==> src/rtl/keyed_wdt.sv <==
module keyed_wdt #(
  parameter int          AW         = 5,
  parameter int          DW         = 32,
  parameter int          RST_CYCLES = 4,
  parameter logic [7:0]  REVISION   = 8'h31
) (
  input  logic          clk,
  input  logic          rst_n,
  input  logic          slow_tick,
  input  logic          bus_sel,
  input  logic          bus_wr,
  input  logic [AW-1:0] bus_addr,
  input  logic [31:0]   bus_wdata,
  output logic [31:0]   bus_rdata,
  output logic          reset_req
);
  localparam int RCW = $clog2(RST_CYCLES + 1);
  localparam logic [2:0] A_REV = 3'd0, A_CTRL = 3'd1, A_CNT = 3'd2, A_LOAD = 3'd3,
                         A_TRIG = 3'd4, A_KEY = 3'd5, A_STAT = 3'd6;
  localparam logic [31:0] ARM_A = 32'h0000_BBBB, ARM_B = 32'h0000_4444,
                          DIS_A = 32'h0000_AAAA, DIS_B = 32'h0000_5555;

  typedef enum logic [1:0] {K_IDLE, K_ARM, K_DIS} key_t;

  logic [31:0]   ctrl_stg, load_stg, trig_stg, key_stg;
  logic [4:0]    pend;
  logic          ps_en, running;
  logic [2:0]    ptv;
  logic [DW-1:0] load_q, counter, load_nx;
  logic [31:0]   last_trig;
  logic [6:0]    psc;
  logic [RCW-1:0] rst_cnt;
  key_t          kst;

  wire [2:0] sel  = bus_addr[4:2];
  wire       wr_en = bus_sel & bus_wr;
  wire [6:0] mask = (7'd1 << ptv) - 7'd1;
  wire       advance = running && (!ps_en || psc == mask);
  wire       reload  = pend[3] && (trig_stg != last_trig);

  assign load_nx   = (pend[2] && !running) ? load_stg[DW-1:0] : load_q;
  assign reset_req = (rst_cnt != '0);

  always_comb begin
    case (sel)
      A_REV:   bus_rdata = {24'd0, REVISION};
      A_CTRL:  bus_rdata = {26'd0, ps_en, ptv, 2'b00};
      A_CNT:   bus_rdata = 32'(counter);
      A_LOAD:  bus_rdata = 32'(load_q);
      A_TRIG:  bus_rdata = last_trig;
      A_STAT:  bus_rdata = {27'd0, pend};
      default: bus_rdata = 32'd0;
    endcase
  end

  always_ff @(posedge clk) begin
    if (!rst_n) begin
      ctrl_stg <= '0; load_stg <= '0; trig_stg <= '0; key_stg <= '0;
      pend <= '0; ps_en <= 1'b0; ptv <= '0; running <= 1'b0;
      load_q <= '0; counter <= '0; last_trig <= '0; psc <= '0;
      rst_cnt <= '0; kst <= K_IDLE;
    end else begin
      if (rst_cnt != '0) rst_cnt <= rst_cnt - 1'b1;
      if (slow_tick) begin
        pend <= '0;
        if (pend[0] && !running) begin
          ps_en <= ctrl_stg[5];
          ptv   <= ctrl_stg[4:2];
        end
        load_q <= load_nx;
        if (pend[3]) last_trig <= trig_stg;
        if (reload) begin
          counter <= load_nx;
          psc     <= '0;
        end else if (running) begin
          if (advance) begin
            psc <= '0;
            if (counter == '1) begin
              counter <= load_nx;
              rst_cnt <= RCW'(RST_CYCLES);
            end else begin
              counter <= counter + 1'b1;
            end
          end else begin
            psc <= psc + 1'b1;
          end
        end else begin
          psc <= '0;
        end
        if (pend[4]) begin
          case (kst)
            K_IDLE:  kst <= (key_stg == ARM_A) ? K_ARM : (key_stg == DIS_A) ? K_DIS : K_IDLE;
            K_ARM: begin
              if (key_stg == ARM_B) running <= 1'b1;
              kst <= K_IDLE;
            end
            K_DIS: begin
              if (key_stg == DIS_B) running <= 1'b0;
              kst <= K_IDLE;
            end
            default: kst <= K_IDLE;
          endcase
        end
      end
      if (wr_en) begin
        case (sel)
          A_CTRL: begin ctrl_stg <= bus_wdata; pend[0] <= 1'b1; end
          A_LOAD: begin load_stg <= bus_wdata; pend[2] <= 1'b1; end
          A_TRIG: begin trig_stg <= bus_wdata; pend[3] <= 1'b1; end
          A_KEY:  begin key_stg  <= bus_wdata; pend[4] <= 1'b1; end
          default: ;
        endcase
      end
    end
  end

  assert_pend_clear_R3: assert property (@(posedge clk) disable iff (!rst_n)
    (slow_tick && !wr_en) |=> (pend == 5'd0));

  assert_step_R4: assert property (@(posedge clk) disable iff (!rst_n)
    (slow_tick && running && !ps_en && !pend[3] && counter != '1) |=> (counter == $past(counter) + 1'b1));

  assert_idle_hold_R5: assert property (@(posedge clk) disable iff (!rst_n)
    (!running && !(slow_tick && pend[3])) |=> $stable(counter));

  assert_cfg_frozen_R9: assert property (@(posedge clk) disable iff (!rst_n)
    running |=> ($stable(load_q) && $stable(ps_en) && $stable(ptv)));

  assert_wrap_pulse_R10: assert property (@(posedge clk) disable iff (!rst_n)
    $rose(reset_req) |-> ($past(counter) == '1));
endmodule

==> config.mk <==
export PLATFORM = sky130hd
export DESIGN_NAME = keyed_wdt
export DESIGN_NICKNAME = d
export VERILOG_FILES = /design/src/rtl/keyed_wdt.sv
export SDC_FILE = /design/constraint.sdc
export NUM_CORES = 1
export LEC_CHECK = 0
export BUFFER_PORTS_ARGS = -buffer_cell sky130_fd_sc_hd__buf_4
export CORE_MARGIN = 1.5
export CORE_UTILIZATION = 40
export DETAILED_ROUTE_END_ITERATION = 7
export RECOVER_POWER = 50
export SLEW_MARGIN = 20
export SYNTH_ARGS = -nofsm -noshare
export SYNTH_HDL_FRONTEND = slang
export SYNTH_SLANG_ARGS = --single-unit
==> constraint.sdc <==
create_clock -name clk -period 2.5 [get_ports clk]
set_input_delay 0 -clock clk [delete_from_list [all_inputs] [get_ports clk]]
set_output_delay 0 -clock clk [all_outputs]
set_load 0.05 [all_outputs]
==> results_dict.tcl <==
set metrics [dict create \
    status "complete, but fails checks" \
    violations "capacitance limit, slew limit" \
    switching_share 0.2343 \
    grt_use_met2 0.3759 \
    whs_path_depth 5 \
    syn_nets 1400 \
    gp_congestion 0.9059 \
    syn-cell-area_sq_um 10410 \
    grt_pass1_vias 9001 \
    io_buffers 72 \
    hpwlAfterDp_microns 23000 \
    dieHeight_microns 164.3 \
    endpoint "counter[10]" \
    critPathTopFamily "compound AO/OA/AOI/OAI gates" \
    netlist_instances 1354 \
    setup_viol 0 \
    p_switching_uw 1861 \
    hold-worst-slack_ns 0.07265 \
    start_util 0.4109 \
    power_frac_comb 0.078 \
    final_cells 1790 \
    met1_usage 0.3536 \
    cts_buffer_depth 3 \
    area_delta_synth_final_pct 21.36 \
    r2r-start "trig_stg[18]" \
    endpoint_kind "flop" \
    ys_seq_area_frac 0.4174 \
    clockRootBuffer "clkbuf_16" \
    cts_setup_buffers 0 \
    routed_via_density 5.512 \
    holdCritPathClass "in -> reg" \
    grt_overflow 0 \
    async_flop_share 0 \
    antenna_cells 0 \
    maxCapViolCount 1 \
    grt.busiest_layer "met2" \
    fin_nets 1490 \
    use_met3 0.03687 \
    crit_slowest_cell "dfxtp_1" \
    critical_path_cell_count 8 \
    tritoncts "yes" \
    skew_ns 0.01834 \
    clk_pin_slew_ns 0.06 \
    rsz0062_at_grt "true" \
    critical-path-max-stage-delay_ns 0.33 \
    fin_util 0.4987 \
    cp.required_ns 2.91 \
    tns_ns 0 \
    drcViolationCount 0 \
    ys.flop_type "dfxtp_1" \
    rrSetupSlack_ns 0.08 \
    io_pins 75 \
    crit_type "reg -> reg" \
    pwr-share-clk 0.473 \
    path_cells "xor2_1 -> nor4_1 -> nand4_1 -> o21a_4 -> o31ai_4 -> buf_4 -> a21oi_1 -> o221a_2" \
    drive_above_1_share 0.1363 \
    design_area_sq_um 12630 \
    num_vias 9867 \
    worstSetupStartpointType "flop" \
    leakage_uw 0.004775 \
    synth_cell_types 67 \
    clk_latency_ns 0.52 \
    grt_usage 0.2435 \
    fin_crit_sh 0.9664 \
    reg2regPathDepth 8 \
    p_int_uw 6081 \
    firstDrtPassIters 6 \
    fmax_mhz 413.9 \
    r2r-end "counter[10]" \
    hold_viol_final 0 \
    coreArea_sq_um 25330 \
    max_slew_margin -0.05833 \
    grt_antenna_before_repair 0 \
    cts_buffers 24 \
    h-tree-depth 1 \
    crit_path_start "trig_stg[18]" \
    fillerInstances 2448 \
    crit_arrival_ns 2.83 \
    ys_ff_latch 217 \
    tightest_slew_ns 1.587 \
    synth-edff-count 0 \
    dp_cells 1714 \
    detail_route.iter0.violations 816 \
    routedWlPerCell_microns 18.42 \
    postRouteAntennaNets 0 \
    crit_buf_inv 1 \
    grt_max_degree 68 \
    wl_microns 32980 \
    grt_pass1_wl_microns 51070 \
    ys_warn_count 0 \
    num_rows 58 \
    die_x_microns 164.3 \
    cts_sinks 217 \
    post_dp_cell_area_sq_um 11470 \
    cp_max_fo 10 \
    power.density_nw_per_um2 628.8 \
    final_max_slew_viol_count 33 \
    peakVddDrop_v 0.0006419 \
    period_minus_slack_ns 2.416 \
    dieArea_sq_um 27000 \
    syn_avg_cell_area_sq_um 7.686 \
    pwr-share-seq 0.449 \
]
## cells in the mapped netlist (all sizes together), types with 2 or more instances
cell type  number  area, sq um
a211oi         15        112.6
a21o            2        15.01
a21oi         175        875.8
a221oi          2        23.77
a22oi          32        240.2
a31oi           5        31.28
a32o            7        70.07
and2            2        12.51
and3            9        56.30
buf            22        125.1
clkbuf         78        294.0
dfxtp         217         4344
ha              4        50.05
inv            19        71.32
mux2            4        48.79
mux2i          62        620.6
nand2         379         1428
nand2b          9        56.30
nand3          30        155.1
nand3b          3        22.52
nand4          18        133.9
nand4b          2        17.52
nor2           72        275.3
nor2b           3        18.77
nor3           18        90.09
nor4           17        136.4
nor4b           3        26.28
o21a            2        16.27
o21ai          48        240.2
o221a           7        78.83
o22a            2        17.52
o22ai          16        100.1
o2bb2ai         3        26.28
o31ai           4        43.79
or2             5        31.28
or3             9        56.30
or4             2        15.01
xnor2           2        17.52
xor2           33        289.0
## cells by family after synthesis
kind of cell	count (synthesis)	synth area share
DFF	217	0.4174
xor gates and xnor gates	35	0.02945
muxes	66	0.06432
buffers and inverters	119	0.04713
and+or+nand+nor	583	0.2451
adders and majority gates	5	0.005771
AOI/OAI and AO/OA	329	0.1908
## how the worst min path moves through the flow
stage                   from           end  slack (ns)
5_1_grt               bus_wr   load_stg[0]        0.12
3_3_place_gp   bus_wdata[29]   key_stg[29]        0.27
4_1_cts               bus_wr   load_stg[6]        0.07
3_5_place_dp   bus_wdata[12]  load_stg[12]        0.28
2_1_floorplan  bus_wdata[17]   key_stg[17]        0.14
6_report              bus_wr   load_stg[0]        0.07
## layer usage
metal / vias up / wire length, microns
li1: 4850 / -
met1: 4683 / 15610
met2: 294 / 14660
met3: 40 / 2088
met4: 0 / 616
met5: - / 0
## layout make-up
class	instances	area [sq um]	area share
sequential	217	4344	0.3439
clock buffer	38	744.5	0.05894
multi-input combinational	1018	5610	0.4442
tap	330	412.9	0.03269
timing repair buffer	164	1348	0.1067
clock inverter	4	95.09	0.007528
inverter	19	76.32	0.006043
## state kept, by name, summed over array words and instances, names as in the netlist
register / count
counter: 32
ctrl_stg: 4
key_stg: 32
kst: 2
last_trig: 32
load_q: 32
load_stg: 32
pend: 4
ps_en: 1
psc: 7
ptv: 3
rst_cnt: 3
running: 1
trig_stg: 32
## placed cells by master (no fill, tap or decap), types with 5 or more instances in the layout
cell / n
or3_1: 9
clkbuf_1: 9
nand3_1: 29
o22ai_1: 16
a21oi_1: 175
nand4_1: 16
o221a_2: 7
nor3_1: 17
a31oi_1: 5
dfxtp_1: 217
inv_1: 18
xor2_1: 33
nand2b_1: 8
nand2_1: 377
and3_1: 9
or2_2: 5
a22oi_1: 32
a211oi_1: 15
mux2i_1: 62
dlygate4sd3_1: 34
clkbuf_8: 7
nor4_1: 13
o21ai_0: 46
clkbuf_16: 25
buf_4: 120
nor2_1: 68
a32o_1: 7
## metrics by stage
| step | power [uW] | setup slack, ns |
|---|---|---|
| global route | 8210 | -0.01940 |
| global placement | 4208 | 0.1225 |
| floorplan | 3995 | 0.3408 |
| detailed placement | 4216 | 0.07737 |
| finish | 7942 | 0.08397 |
| CTS | 8001 | 0.07131 |
## power groups by stage
| stage | logic (uW) | clock network, uW | registers (uW) |
|---|---|---|---|
| final | 618 | 3760 | 3560 |
| after global placement | 570 | 0 | 3640 |
| after global routing | 678 | 3960 | 3570 |
| after detailed placement | 576 | 0 | 3640 |
| after CTS | 620 | 3820 | 3560 |
| after floorplan | 369 | 0 | 3630 |
## timing repair
item	in CTS	in global routing
gates resized for setup	0	3
hold buffers	34	0
setup endpoints to repair	0	7
endpoints found under the hold margin	129	0
## worst reg2reg max path, stage by stage, from the launching register on
cell and delay (ns):
dfxtp_1 0.33, xor2_1 0.19, nor4_1 0.32, nand4_1 0.23, o21a_4 0.32, o31ai_4 0.33, buf_4 0.25, a21oi_1 0.07
o221a_2 0.27
No activity file was read; power rests on OpenSTA's default activity.
